### config.mk
export PLATFORM = sky130hd
export DESIGN_NAME = rid_assigner
export DESIGN_NICKNAME = d
export VERILOG_FILES = /design/src/rtl/rid_pkg.sv /design/src/rtl/chain_rx.sv /design/src/rtl/chain_tx.sv /design/src/rtl/id_keeper.sv /design/src/rtl/rid_assigner.sv
export SDC_FILE = /design/constraint.sdc
export NUM_CORES = 1
export LEC_CHECK = 0
export ABC_AREA = 0
export ABC_CLOCK_PERIOD_IN_PS = 3600
export BUFFER_PORTS_ARGS = -buffer_cell sky130_fd_sc_hd__buf_2
export CORE_ASPECT_RATIO = 1.1
export CORE_MARGIN = 2
export CORE_UTILIZATION = 51
export DETAILED_ROUTE_END_ITERATION = 8
export PLACE_DENSITY = 0.67
export SYNTH_ARGS = -nofsm -noshare
export SYNTH_HDL_FRONTEND = slang
export SYNTH_HIERARCHICAL = 1
export SYNTH_SLANG_ARGS = --single-unit
### constraint.sdc
create_clock -name clk -period 3.6 [get_ports clk]
set_input_delay 0.54 -clock clk [delete_from_list [all_inputs] [get_ports clk]]
set_output_delay 0.54 -clock clk [all_outputs]
set_load 0.01 [all_outputs]
### src/rtl/rid_pkg.sv
package rid_pkg;

    localparam int LOW_W = 3;
    localparam int HI_W  = 2;
    localparam int ID_W  = LOW_W + HI_W;
    localparam int FRAME_BITS = LOW_W + 2;

    typedef enum logic [2:0] {
        RX_IDLE,
        RX_START,
        RX_DATA,
        RX_STOP,
        RX_DRAIN
    } rx_state_e;

    typedef struct packed {
        logic [HI_W-1:0]  hi;
        logic [LOW_W-1:0] lo;
    } rep_id_t;

    typedef struct packed {
        logic             ok;
        logic             bad;
        logic [LOW_W-1:0] value;
    } rx_result_t;

    function automatic logic [LOW_W-1:0] succ_id(input logic [LOW_W-1:0] v);
        return v + LOW_W'(1);
    endfunction

    // payload after the start bit, LSB first: ID bits then the stop bit
    function automatic logic [LOW_W:0] tx_payload(input logic [LOW_W-1:0] v);
        return {1'b1, v};
    endfunction

endpackage

### src/rtl/chain_rx.sv
module chain_rx
    import rid_pkg::*;
#(
    parameter int BIT_CYC = 16
) (
    input  logic       clk,
    input  logic       rst,
    input  logic       line_in,
    output rx_result_t result
);
    localparam int CNT_W = (BIT_CYC > 2) ? $clog2(BIT_CYC) : 1;
    localparam int HALF  = BIT_CYC / 2;
    localparam int IDX_W = $clog2(LOW_W + 1);

    logic              sync_a, sync_b;
    rx_state_e         state;
    logic [CNT_W-1:0]  cnt;
    logic [IDX_W-1:0]  idx;
    logic [LOW_W-1:0]  shreg;

    always_ff @(posedge clk) begin
        if (rst) begin
            sync_a <= 1'b1;
            sync_b <= 1'b1;
        end else begin
            sync_a <= line_in;
            sync_b <= sync_a;
        end
    end

    always_ff @(posedge clk) begin
        if (rst) begin
            state  <= RX_IDLE;
            cnt    <= '0;
            idx    <= '0;
            shreg  <= '0;
            result <= '0;
        end else begin
            result.ok  <= 1'b0;
            result.bad <= 1'b0;
            unique case (state)
                RX_IDLE: begin
                    cnt <= '0;
                    if (!sync_b) state <= RX_START;
                end
                RX_START: begin
                    if (cnt == CNT_W'(HALF - 1)) begin
                        cnt   <= '0;
                        idx   <= '0;
                        state <= sync_b ? RX_IDLE : RX_DATA;
                    end else begin
                        cnt <= cnt + 1'b1;
                    end
                end
                RX_DATA: begin
                    if (cnt == CNT_W'(BIT_CYC - 1)) begin
                        cnt   <= '0;
                        shreg <= {sync_b, shreg[LOW_W-1:1]};
                        if (idx == IDX_W'(LOW_W - 1)) state <= RX_STOP;
                        else idx <= idx + 1'b1;
                    end else begin
                        cnt <= cnt + 1'b1;
                    end
                end
                RX_STOP: begin
                    if (cnt == CNT_W'(BIT_CYC - 1)) begin
                        cnt          <= '0;
                        result.value <= shreg;
                        if (sync_b) begin
                            result.ok <= 1'b1;
                            state     <= RX_IDLE;
                        end else begin
                            result.bad <= 1'b1;
                            state      <= RX_DRAIN;
                        end
                    end else begin
                        cnt <= cnt + 1'b1;
                    end
                end
                RX_DRAIN: begin
                    if (sync_b) state <= RX_IDLE;
                end
                default: state <= RX_IDLE;
            endcase
        end
    end

endmodule

### src/rtl/chain_tx.sv
module chain_tx
    import rid_pkg::*;
#(
    parameter int BIT_CYC    = 16,
    parameter int PERIOD_CYC = 50000
) (
    input  logic             clk,
    input  logic             rst,
    input  logic [LOW_W-1:0] low_id,
    output logic             line_out
);
    localparam int PW    = $clog2(PERIOD_CYC);
    localparam int CNT_W = (BIT_CYC > 2) ? $clog2(BIT_CYC) : 1;
    localparam int IDX_W = $clog2(FRAME_BITS);

    logic [PW-1:0]    pcnt;
    logic             busy;
    logic [LOW_W:0]   shreg;
    logic [CNT_W-1:0] ccnt;
    logic [IDX_W-1:0] bidx;
    logic             launch;

    assign launch = (pcnt == PW'(PERIOD_CYC - 1));

    always_ff @(posedge clk) begin
        if (rst) begin
            pcnt <= '0;
        end else begin
            pcnt <= launch ? '0 : pcnt + 1'b1;
        end
    end

    always_ff @(posedge clk) begin
        if (rst) begin
            busy     <= 1'b0;
            shreg    <= '1;
            ccnt     <= '0;
            bidx     <= '0;
            line_out <= 1'b1;
        end else if (launch) begin
            busy     <= 1'b1;
            shreg    <= tx_payload(low_id);
            ccnt     <= '0;
            bidx     <= '0;
            line_out <= 1'b0;
        end else if (busy) begin
            if (ccnt == CNT_W'(BIT_CYC - 1)) begin
                ccnt <= '0;
                if (bidx == IDX_W'(FRAME_BITS - 1)) begin
                    busy     <= 1'b0;
                    line_out <= 1'b1;
                end else begin
                    line_out <= shreg[0];
                    shreg    <= {1'b1, shreg[LOW_W:1]};
                    bidx     <= bidx + 1'b1;
                end
            end else begin
                ccnt <= ccnt + 1'b1;
            end
        end
    end

endmodule

### src/rtl/id_keeper.sv
module id_keeper
    import rid_pkg::*;
#(
    parameter int TIMEOUT_CYC = 100000
) (
    input  logic             clk,
    input  logic             rst,
    input  rx_result_t       rx,
    output logic [LOW_W-1:0] low_id
);
    localparam int TW = $clog2(TIMEOUT_CYC + 1);

    logic [TW-1:0] quiet;

    always_ff @(posedge clk) begin
        if (rst) begin
            low_id <= '0;
            quiet  <= '0;
        end else if (rx.ok) begin
            low_id <= succ_id(rx.value);
            quiet  <= '0;
        end else if (quiet != TW'(TIMEOUT_CYC)) begin
            quiet <= quiet + 1'b1;
            if (quiet == TW'(TIMEOUT_CYC - 1)) low_id <= '0;
        end
    end

endmodule

### src/rtl/rid_assigner.sv
module rid_assigner
    import rid_pkg::*;
#(
    parameter int BIT_CYC    = 16,
    parameter int PERIOD_CYC = 50000
) (
    input  logic            clk,
    input  logic            rst,
    input  logic            chain_in,
    input  logic [HI_W-1:0] strap_hi,
    input  logic [ID_W-1:0] dev_addr,
    output logic            chain_out,
    output logic [ID_W-1:0] rep_id,
    output logic            addr_match
);
    localparam int TIMEOUT_CYC = 2 * PERIOD_CYC;

    rx_result_t       rx_res;
    logic [LOW_W-1:0] low_id;
    rep_id_t          id_s;
    logic             rx_ok, rx_bad;
    logic [LOW_W-1:0] rx_data;

    chain_rx #(.BIT_CYC(BIT_CYC)) rx_i (
        .clk(clk), .rst(rst), .line_in(chain_in), .result(rx_res)
    );

    id_keeper #(.TIMEOUT_CYC(TIMEOUT_CYC)) keep_i (
        .clk(clk), .rst(rst), .rx(rx_res), .low_id(low_id)
    );

    chain_tx #(.BIT_CYC(BIT_CYC), .PERIOD_CYC(PERIOD_CYC)) tx_i (
        .clk(clk), .rst(rst), .low_id(low_id), .line_out(chain_out)
    );

    assign rx_ok   = rx_res.ok;
    assign rx_bad  = rx_res.bad;
    assign rx_data = rx_res.value;

    always_comb begin
        id_s.hi = strap_hi;
        id_s.lo = low_id;
    end

    assign rep_id     = id_s;
    assign addr_match = (dev_addr == rep_id);

endmodule

==> impl_metrics.json <==
{
  "dpl_cell_area_sq_mm": 0.00333,
  "finalCriticalPeriod_ns": 1.86,
  "hold_path_class": "in -> reg",
  "drive_gt1_share_pct": 16.2,
  "finalNonFillerCells": 450,
  "p_per_area_mw_per_mm2": 393,
  "final_antenna_net_count": 0,
  "die_y_um": 87.8,
  "dp_cells": 435,
  "synth_area_sq_mm": 0.00325,
  "max_freq_mhz": 539,
  "wire_per_inst_um": 12.6,
  "drtPass1Iterations": 6,
  "clkSinkCount": 66,
  "startpoint": "keep_i/low_id[1]",
  "n_antenna_cell": 0,
  "drt_iter0_markers": 82,
  "fin_nets": 385,
  "wl_met2_um": 2530,
  "cts_hold_buffers": 0,
  "maxCapViolCount": 0,
  "rsz0062_at_grt": "no",
  "grt_pass1_vias": 2237,
  "cts_resized": 0,
  "ys_warn_count": 6,
  "final_max_slew_viol_count": 0,
  "rr_endpoint": "tx_i/pcnt[12]",
  "fin_worst_skew_ns": 0.00749,
  "via_count": 2456,
  "htree_levels": 3,
  "place.gp.congestion": 0.860,
  "avgSynthCellArea_sq_um": 9.16,
  "syn_nets": 374,
  "area_growth_pct": 8.00,
  "clkSlewWorstSetupHoldPaths_ns": 0.07,
  "fp.coreArea_sq_mm": 0.00616,
  "drt_wl_total_um": 5670,
  "r2r_cells": 5,
  "critPathCapture": "addr_match",
  "tritoncts": "done",
  "post_cts_buffers": 0,
  "status": "finished clean",
  "setup_viol": 0,
  "finish.instance_area_sq_mm": 0.00351,
  "netlist_instances": 355,
  "wl_met3_um": 233,
  "dieArea_sq_mm": 0.00703,
  "tns_ns": 0,
  "grt_max_degree": 28,
  "hold_viol_final": 0,
  "cp-start-kind": "flop",
  "irDropWorstVdd_mv": 0.237,
  "r2r-start": "tx_i/pcnt[0]",
  "dpl.hpwl_um": 3960,
  "portBuffers": 16,
  "clk_path_buf_depth": 2,
  "slew_headroom_pct": 54.2,
  "drc": 0,
  "root_buffer": "clkbuf_8",
  "cts_buffers": 9,
  "worst_pin_slew_ns": 0.685,
  "post-route-util_pct": 57.1,
  "dpl_worst_slack_ns": 1.64,
  "crit_arrival_ns": 1.32,
  "path_class": "reg -> out",
  "p_leak_nw": 1.22,
  "cp_max_fo": 4,
  "rows": 30,
  "fin_ws_ns": 1.74,
  "fp.dieW_um": 80.1,
  "pin_count": 17,
  "top_layer_used": "met4",
  "r2r_setup_slack_ns": 1.75,
  "met1_length_um": 2750,
  "insertion_delay_ns": 0.33,
  "track_usage_pct": 17.7,
  "fin_hold_ws_ns": 0.401,
  "grt-ovfl-total": 0,
  "required_ns": 3.06,
  "vias_per_cell": 5.46,
  "cp-end-kind": "primary output",
  "antenna_found_initial": 0,
  "grt_pass1_wl_um": 9740,
  "fin_crit_sh_pct": 51.6,
  "initial_core_util_pct": 52.8,
  "power_mw": 1.38
}
==> critical path, cell delays in order, from the launching register on <==
cell	delay, ns
dfxtp_1	0.44
xnor2_1	0.14
nand3_1	0.11
nor3_2	0.16
buf_2	0.14
==> cell type report <==
class	instances	area (sq um)
inverters	15	56.3
clock buffers	12	145
fillers	601	2640
repair buffers	16	80.1
clock inverters	3	40.0
well taps	80	100
multi-input cells	258	1770
flip-flops and latches	66	1320
==> how the worst min path moves through the flow <==
stage             endpoint         from  depth (start not counted)  slack (ns)
3_3_place_gp   rx_i/sync_b  rx_i/sync_a                          1        0.39
4_1_cts        rx_i/sync_a     chain_in                          2        0.39
2_1_floorplan  rx_i/sync_b  rx_i/sync_a                          1        0.39
3_5_place_dp   rx_i/sync_b  rx_i/sync_a                          1        0.40
5_1_grt        rx_i/sync_a     chain_in                          2        0.39
6_report       rx_i/sync_a     chain_in                          2        0.40
==> layer usage <==
layer	vias to the layer above	GRT usage [%]
met5	-	0
met4	0	10.3
met3	11	4.02
met2	46	28.0
met1	1137	22.2
li1	1262	-
==> layout by cell type (no fill, tap or decap), drive strengths merged, types with 11 or more instances in the layout <==
cell type,count
xnor2,24
inv,15
dfxtp,66
nand2,26
buf,16
clkbuf,12
a21oi,14
mux2i,14
nor3,11
nand4,11
nor2,48
nand3,17
==> where the power goes <==
part	total, mW	internal (mW)	leakage [nW]	switching [mW]
logic	0.0434	0.0172	0.595	0.0261
registers	0.746	0.737	0.533	0.00903
clock network	0.591	0.333	0.0962	0.258
==> state kept, by name (all words and copies together) (netlist names) <==
register / count
rx_i/sync_b: 1
tx_i/busy: 1
tx_i/shreg: 3
rx_i/sync_a: 1
tx_i/bidx: 3
rx_i/shreg: 3
tx_i/ccnt: 4
keep_i/quiet: 17
rx_i/idx: 2
rx_i/state: 3
rx_i/cnt: 4
tx_i/pcnt: 16
rx_i/result: 4
keep_i/low_id: 3
tx_i/line_out: 1
(Power assumes the default switching activity.)
